## config.mk

```make
export PLATFORM = sky130hd
export DESIGN_NAME = cfg_cmd_decoder
export DESIGN_NICKNAME = d
export VERILOG_FILES = /design/src/rtl/cfg_cmd_pkg.sv /design/src/rtl/cfg_addr_decode.sv /design/src/rtl/cfg_cmd_classify.sv /design/src/rtl/cfg_cmd_regs.sv /design/src/rtl/cfg_cmd_decoder.sv
export SDC_FILE = /design/constraint.sdc
export NUM_CORES = 1
export LEC_CHECK = 0
export BUFFER_PORTS_ARGS = -buffer_cell sky130_fd_sc_hd__buf_4
export CORE_AREA = 8 8 119 121
export CTS_BUF_LIST = sky130_fd_sc_hd__clkbuf_8
export CTS_CLUSTER_DIAMETER = 100
export CTS_CLUSTER_SIZE = 25
export DETAILED_ROUTE_END_ITERATION = 16
export DIE_AREA = 0 0 127 129
export PLACE_DENSITY_LB_ADDON = 0.25
export SLEW_MARGIN = 20
export SYNTH_ARGS = -nofsm -noshare
export SYNTH_HDL_FRONTEND = slang
export SYNTH_HIERARCHICAL = 1
export SYNTH_SLANG_ARGS = --single-unit
```

## constraint.sdc

```tcl
create_clock -name clk_i -period 2 [get_ports clk_i]
set_clock_uncertainty 0.1 [all_clocks]
set_input_delay 0.3 -clock clk_i [delete_from_list [all_inputs] [get_ports clk_i]]
set_output_delay 0.3 -clock clk_i [all_outputs]
set_load 0.01 [all_outputs]
```

## src/rtl/cfg_cmd_pkg.sv

```systemverilog
package cfg_cmd_pkg;
  localparam int unsigned WORD_W = 32;
  typedef logic [WORD_W-1:0] word_t;

  localparam int unsigned N_REGS = 3;
  localparam int unsigned OFF_DATA = 32'hA0;
  localparam int unsigned OFF_CTRL = 32'hA4;
  localparam int unsigned OFF_STAT = 32'hA8;

  localparam int unsigned SEL_DATA = 0;
  localparam int unsigned SEL_CTRL = 1;
  localparam int unsigned SEL_STAT = 2;

  localparam word_t CTRL_KEEP    = ~(word_t'(3) << 18);
  localparam word_t CMD_SHUTDOWN = 32'hC080_0000;
  localparam word_t CMD_REBOOT   = 32'hC090_0000;

  localparam int unsigned STAT_W = 2;
  localparam logic [STAT_W-1:0] STAT_DONE = 2'b01;
  localparam logic [STAT_W-1:0] STAT_ERR  = 2'b11;

  typedef enum logic [1:0] {
    CMD_UNKNOWN = 2'd0,
    CMD_POWEROFF = 2'd1,
    CMD_RESTART = 2'd2
  } cmd_kind_e;
endpackage

```

## src/rtl/cfg_addr_decode.sv

```systemverilog
module cfg_addr_decode
  import cfg_cmd_pkg::*;
#(
  parameter int unsigned ADDR_W = 12
) (
  input  logic [ADDR_W-1:0]  addr_i,
  output logic [N_REGS-1:0]  sel_o
);
  localparam int unsigned OFFS [N_REGS] = '{OFF_DATA, OFF_CTRL, OFF_STAT};

  for (genvar i = 0; i < N_REGS; i++) begin : g_sel
    assign sel_o[i] = (addr_i == ADDR_W'(OFFS[i]));
  end
endmodule

```

## src/rtl/cfg_cmd_classify.sv

```systemverilog
module cfg_cmd_classify
  import cfg_cmd_pkg::*;
(
  input  word_t     ctrl_i,
  output cmd_kind_e kind_o
);
  always_comb begin
    if (ctrl_i == CMD_SHUTDOWN)    kind_o = CMD_POWEROFF;
    else if (ctrl_i == CMD_REBOOT) kind_o = CMD_RESTART;
    else                           kind_o = CMD_UNKNOWN;
  end
endmodule

```

## src/rtl/cfg_cmd_regs.sv

```systemverilog
module cfg_cmd_regs
  import cfg_cmd_pkg::*;
(
  input  logic              clk_i,
  input  logic              rst_ni,
  input  logic              wr_data_i,
  input  logic              wr_ctrl_i,
  input  logic              wr_stat_i,
  input  word_t             wdata_i,
  output word_t             data_o,
  output word_t             ctrl_o,
  output logic [STAT_W-1:0] stat_o,
  output logic              shutdown_o,
  output logic              reboot_o
);
  word_t     masked;
  cmd_kind_e kind;

  assign masked = wdata_i & CTRL_KEEP;

  cfg_cmd_classify u_classify (
    .ctrl_i (masked),
    .kind_o (kind)
  );

  always_ff @(posedge clk_i or negedge rst_ni) begin
    if (!rst_ni) begin
      data_o     <= '0;
      ctrl_o     <= '0;
      stat_o     <= '0;
      shutdown_o <= 1'b0;
      reboot_o   <= 1'b0;
    end else begin
      shutdown_o <= wr_ctrl_i && (kind == CMD_POWEROFF);
      reboot_o   <= wr_ctrl_i && (kind == CMD_RESTART);
      if (wr_data_i) data_o <= wdata_i;
      if (wr_ctrl_i) begin
        ctrl_o <= masked;
        stat_o <= (kind == CMD_UNKNOWN) ? STAT_ERR : STAT_DONE;
      end else if (wr_stat_i) begin
        stat_o <= wdata_i[STAT_W-1:0];
      end
    end
  end

  assert_ctrl_masked_R3: assert property (@(posedge clk_i) disable iff (!rst_ni)
    wr_ctrl_i |=> ctrl_o == ($past(wdata_i) & CTRL_KEEP));

  assert_done_after_cmd_R4: assert property (@(posedge clk_i) disable iff (!rst_ni)
    wr_ctrl_i |=> stat_o[0]);

  assert_shutdown_cause_R5: assert property (@(posedge clk_i) disable iff (!rst_ni)
    shutdown_o |-> $past(wr_ctrl_i && ((wdata_i & CTRL_KEEP) == CMD_SHUTDOWN)));

  assert_reboot_cause_R6: assert property (@(posedge clk_i) disable iff (!rst_ni)
    reboot_o |-> $past(wr_ctrl_i && ((wdata_i & CTRL_KEEP) == CMD_REBOOT)));

  assert_unknown_err_R7: assert property (@(posedge clk_i) disable iff (!rst_ni)
    (wr_ctrl_i && (masked != CMD_SHUTDOWN) && (masked != CMD_REBOOT)) |=> stat_o == STAT_ERR);

  assert_stat_low_bits_R8: assert property (@(posedge clk_i) disable iff (!rst_ni)
    (wr_stat_i && !wr_ctrl_i) |=> stat_o == $past(wdata_i[STAT_W-1:0]));

  assert_one_request_R11: assert property (@(posedge clk_i) disable iff (!rst_ni)
    !(shutdown_o && reboot_o));
endmodule

```

## src/rtl/cfg_cmd_decoder.sv

```systemverilog
module cfg_cmd_decoder
  import cfg_cmd_pkg::*;
#(
  parameter int unsigned ADDR_W = 12,
  parameter bit          ENABLE = 1'b1
) (
  input  logic              clk_i,
  input  logic              rst_ni,
  input  logic              wr_en_i,
  input  logic              rd_en_i,
  input  logic [ADDR_W-1:0] addr_i,
  input  logic [31:0]       wdata_i,
  output logic [31:0]       rdata_o,
  output logic              shutdown_req_o,
  output logic              reboot_req_o,
  output logic              bad_addr_o
);
  logic [N_REGS-1:0] sel;

  cfg_addr_decode #(.ADDR_W(ADDR_W)) u_decode (
    .addr_i (addr_i),
    .sel_o  (sel)
  );

  if (ENABLE) begin : g_on
    word_t             data_q, ctrl_q;
    logic [STAT_W-1:0] stat_q;

    cfg_cmd_regs u_regs (
      .clk_i      (clk_i),
      .rst_ni     (rst_ni),
      .wr_data_i  (wr_en_i && sel[SEL_DATA]),
      .wr_ctrl_i  (wr_en_i && sel[SEL_CTRL]),
      .wr_stat_i  (wr_en_i && sel[SEL_STAT]),
      .wdata_i    (wdata_i),
      .data_o     (data_q),
      .ctrl_o     (ctrl_q),
      .stat_o     (stat_q),
      .shutdown_o (shutdown_req_o),
      .reboot_o   (reboot_req_o)
    );

    always_comb begin
      rdata_o = '0;
      if (rd_en_i) begin
        if (sel[SEL_DATA])      rdata_o = data_q;
        else if (sel[SEL_CTRL]) rdata_o = ctrl_q;
        else if (sel[SEL_STAT]) rdata_o = {{(WORD_W-STAT_W){1'b0}}, stat_q};
      end
    end
    assign bad_addr_o = 1'b0;
  end else begin : g_off
    assign rdata_o        = '0;
    assign shutdown_req_o = 1'b0;
    assign reboot_req_o   = 1'b0;
    assign bad_addr_o     = (rd_en_i || wr_en_i) && (|sel);
  end
endmodule

```

==> results.rst <==
.. list-table::
   :header-rows: 1

   * - Metric
     - Value
   * - Post-synthesis instance area
     - 3590 um2
   * - Endpoint class of the critical path
     - output port
   * - Fraction of the mapped netlist area in adder cells
     - 0%
   * - Routed via count
     - 2509
   * - Leftover overflow at the end of global routing
     - 0
   * - Largest cells by area after synthesis
     - dfrtp_1 46%, mux2_4 24%, nand3b_1 6.7%
   * - Detailed-route wire length
     - 9700 um
   * - Share of cell area taken by muxes after synthesis
     - 25.7%
   * - Required time of the critical path
     - 1.60 ns
   * - Final count of hold timing violations
     - 0
   * - Max incr delay on CP
     - 0.57 ns
   * - Net count, final
     - 433
   * - Power density cells
     - 520 nW/um2
   * - Leakage power summed over all cells
     - 0.00225 uW
   * - Arr. time, crit path
     - 1.89 ns
   * - Cell taking the most area after synthesis
     - dfrtp_1
   * - Core Rows
     - 41
   * - Crit path time final
     - 2.29 ns
   * - Area overhead of the layout relative to synthesis
     - 40.2%
   * - Number of antenna violations at the first check in global routing
     - 0
   * - Total iterations of the first detailed-routing run
     - 4
   * - Max IR drop VDD
     - 232 uV
   * - Total Routing Usage GR
     - 12.3%
   * - Outcome
     - complete, but fails checks
   * - CTS H-Tree Depth
     - 3
   * - Synthesized-area fraction occupied by xor and xnor cells
     - 0%
   * - Clock insertion delay at the later pin of the skew report
     - 0.34 ns
   * - Number of buffers on the longest clock path
     - 2
   * - Yosys Warn Count
     - 6
   * - Main combinational cell family by area after synthesis
     - multiplexers
   * - Cell with the most instances after synthesis
     - dfrtp_1
   * - Floorplan die area
     - 16400 um2
   * - Antenna violation net count after detailed routing
     - 0
   * - Layout Utilization
     - 40.9%
   * - Kind of start point of the critical path
     - input pin
   * - Total CTS buffers
     - 9
   * - Routed length per placed instance
     - 18.0 um
   * - First-pass GRT wire length
     - 15600 um
   * - # DRC
     - 0
   * - Mean cell area of the mapped netlist
     - 12.6 um2
   * - Tightest Hold Check Type
     - input pin to flip-flop
   * - Final TNS setup
     - -9.22 ns
   * - Worst path most repeated cell
     - buf_6
   * - Count of clock tree sinks
     - 66
   * - Compound-gate portion of the synthesized area
     - 5.71%
   * - Register bit count reported by yosys
     - 66
   * - Worst-path fanout max
     - 8
   * - Core area
     - 12300 um2
   * - Number of pins with negative max-slew slack in the final report
     - 0
   * - Largest net degree at the start of global routing
     - 37
   * - Cell Chain, Critical Path
     - buf_6 -> or4_4 -> nor3_4 -> buf_6 -> buf_12 -> nand3b_1 -> a21oi_2 -> buf_4
   * - Die span in y
     - 129 um
   * - Final Total Pwr
     - 2620 uW
   * - Ratio of cells with drive above 1 in the final layout
     - 59.9%
   * - RSZ-0062 raised after global routing
     - yes
   * - Post-synthesis share of cell area spent on and, or, nand and nor gates
     - 15.6%
   * - Pre-CTS setup slack
     - -0.361 ns
   * - Clock-pin slew reported for the worst setup and hold paths after clock tree synthesis
     - 0.07 ns
   * - CTS tree
     - done
   * - Gp weighted congestion
     - 0.733
   * - Final clock period utilization by the worst path
     - 114%
   * - Finish-stage setup viols
     - 62
   * - Synth top cells by count
     - 66 x dfrtp_1, 57 x mux2_4, 32 x a21oi_1, 32 x nand3b_1, 30 x nand2_1
   * - Top-level I/O count
     - 83
   * - Count of fill cells added during filler insertion
     - 1192
   * - Initial Util
     - 29.2%
   * - Initial detailed-routing violation count
     - 101
   * - Die width
     - 127 um
   * - Cells after synthesis
     - 286
   * - Max Clk Rate
     - 437 MHz
   * - Diode insertion count for antenna repair
     - 0
   * - Fraction of synthesis flops using an asynchronous set or reset pin
     - 100%
   * - Buffers added on ports
     - 81
   * - Top FF cell, synth
     - dfrtp_1
   * - Violations in the final reports
     - negative setup slack
   * - Estimated wirelength of the detail-placed design
     - 6790 um
   * - Cell with the largest stage delay on the worst path
     - or4_4
   * - Synth top area share
     - 46.0%
   * - Clock tree root driver cell
     - clkbuf_8
   * - Worst setup path class
     - input pin to output port
   * - Number of vias per cell after detailed routing
     - 4.65
   * - Number of max-cap violations
     - 0
   * - Count of flip-flops with a built-in enable after synthesis
     - 0
   * - Library cells used by synthesis
     - 33
   * - Number of global-route vias before repair
     - 2821
   * - Sequential element share of the synthesized area
     - 46.0%
   * - Final setup slack of the worst path
     - -0.288 ns
## sequential cells by signal, indices dropped and copies added, names as in the netlist
register and cells:
g_on.u_regs/data_o 32, g_on.u_regs/ctrl_o 30, g_on.u_regs/stat_o 2, g_on.u_regs/reboot_o 1, g_on.u_regs/shutdown_o 1
## area by class of cell
cell class / instances / area [um2] / share of cell area (%)
clock buffer: 10 / 138 / 2.73
clock inverter: 5 / 47.5 / 0.944
inverter: 5 / 18.8 / 0.373
multi-input combinational: 193 / 1900 / 37.7
sequential: 66 / 1650 / 32.8
tap: 150 / 188 / 3.73
timing repair buffer: 110 / 1090 / 21.7
## layer usage
layer  global-route usage [%]  vias to the layer above  wire (um)
met4                     3.78                        0        103
met3                     4.14                        8        496
met5                        0                        -          0
met2                     19.3                       53       4530
met1                     15.6                     1243       4570
li1                         -                     1205          -
## placed cells by master (no fill, tap or decap), drive strengths merged
| master | instances |
|---|---|
| a211o | 1 |
| and3 | 1 |
| o22ai | 1 |
| a221oi | 2 |
| and3b | 1 |
| conb | 5 |
| clkbuf | 13 |
| nand2 | 30 |
| nand4bb | 1 |
| nor2 | 1 |
| nor4b | 1 |
| and2 | 3 |
| nand3b | 32 |
| clkinv | 2 |
| inv | 7 |
| mux2 | 62 |
| buf | 106 |
| nor2b | 1 |
| or4b | 2 |
| nor3 | 5 |
| dfrtp | 66 |
| nand4 | 2 |
| nor4 | 6 |
| dlygate4sd3 | 1 |
| or4 | 2 |
| nand2b | 1 |
| mux2i | 1 |
| bufinv | 1 |
| a21oi | 32 |
## logic make-up (layout without fill, tap and decap cells)
kind of cell	count (synthesis)	count (layout)
flip-flops	66	66
AND/OR/NAND/NOR	89	89
AO/OA/AOI/OAI	36	36
other	2	5
multiplexers	63	63
buffers and inverters	30	130
## through the flow
| stage | instance area (um2) | std cells | hold slack (ns) |
|---|---|---|---|
| 6_report | 5040 | 539 | 0.0852 |
| 5_1_grt | 5040 | 539 | 0.0684 |
| 4_1_cts | 4920 | 536 | 0.0645 |
| 3_5_place_dp | 4620 | 515 | 0.178 |
| 3_3_place_gp | 4620 | 515 | 0.179 |
| 2_1_floorplan | 3740 | 289 | -0.0956 |
## power by group
group | leakage [uW] | switching, uW | internal (uW)
Combinational | 0.00122 | 96.0 | 87.9
Sequential | 0.000922 | 3.39 | 1340
Clock | 0.000105 | 500 | 590
Total | 0.00225 | 599 | 2020
## worst max-delay path, delay by kind of cell
family                 cells  cell delay, ns
AND/OR/NAND/NOR            3            0.91
buffers and inverters      4            0.53
AO/OA/AOI/OAI              1            0.15
## worst paths after layout
check                                  startpoint                endpoint  slack (ns)  depth (start not counted)
min reg2reg                g_on.u_regs/data_o[22]  g_on.u_regs/data_o[22]        0.41                          1
max in group asynchronous                  rst_ni  g_on.u_regs/ctrl_o[24]        0.90                          3
min                                   wdata_i[19]  g_on.u_regs/data_o[19]        0.09                          2
max                                    addr_i[10]              rdata_o[2]       -0.29                          8
max reg2reg                 g_on.u_regs/stat_o[0]   g_on.u_regs/stat_o[0]        1.03                          2
min in group asynchronous                  rst_ni   g_on.u_regs/data_o[6]        0.33                          2
## timing repair
item	4_1_cts	5_1_grt
setup endpoints to repair	32	63
cloned	1	3
setup buffers	4	1
hold endpoints to repair	30	0
hold buffers	1	0
pin swaps	30	5
gates resized for setup	17	10
No activity file was read; power rests on OpenSTA's default activity.
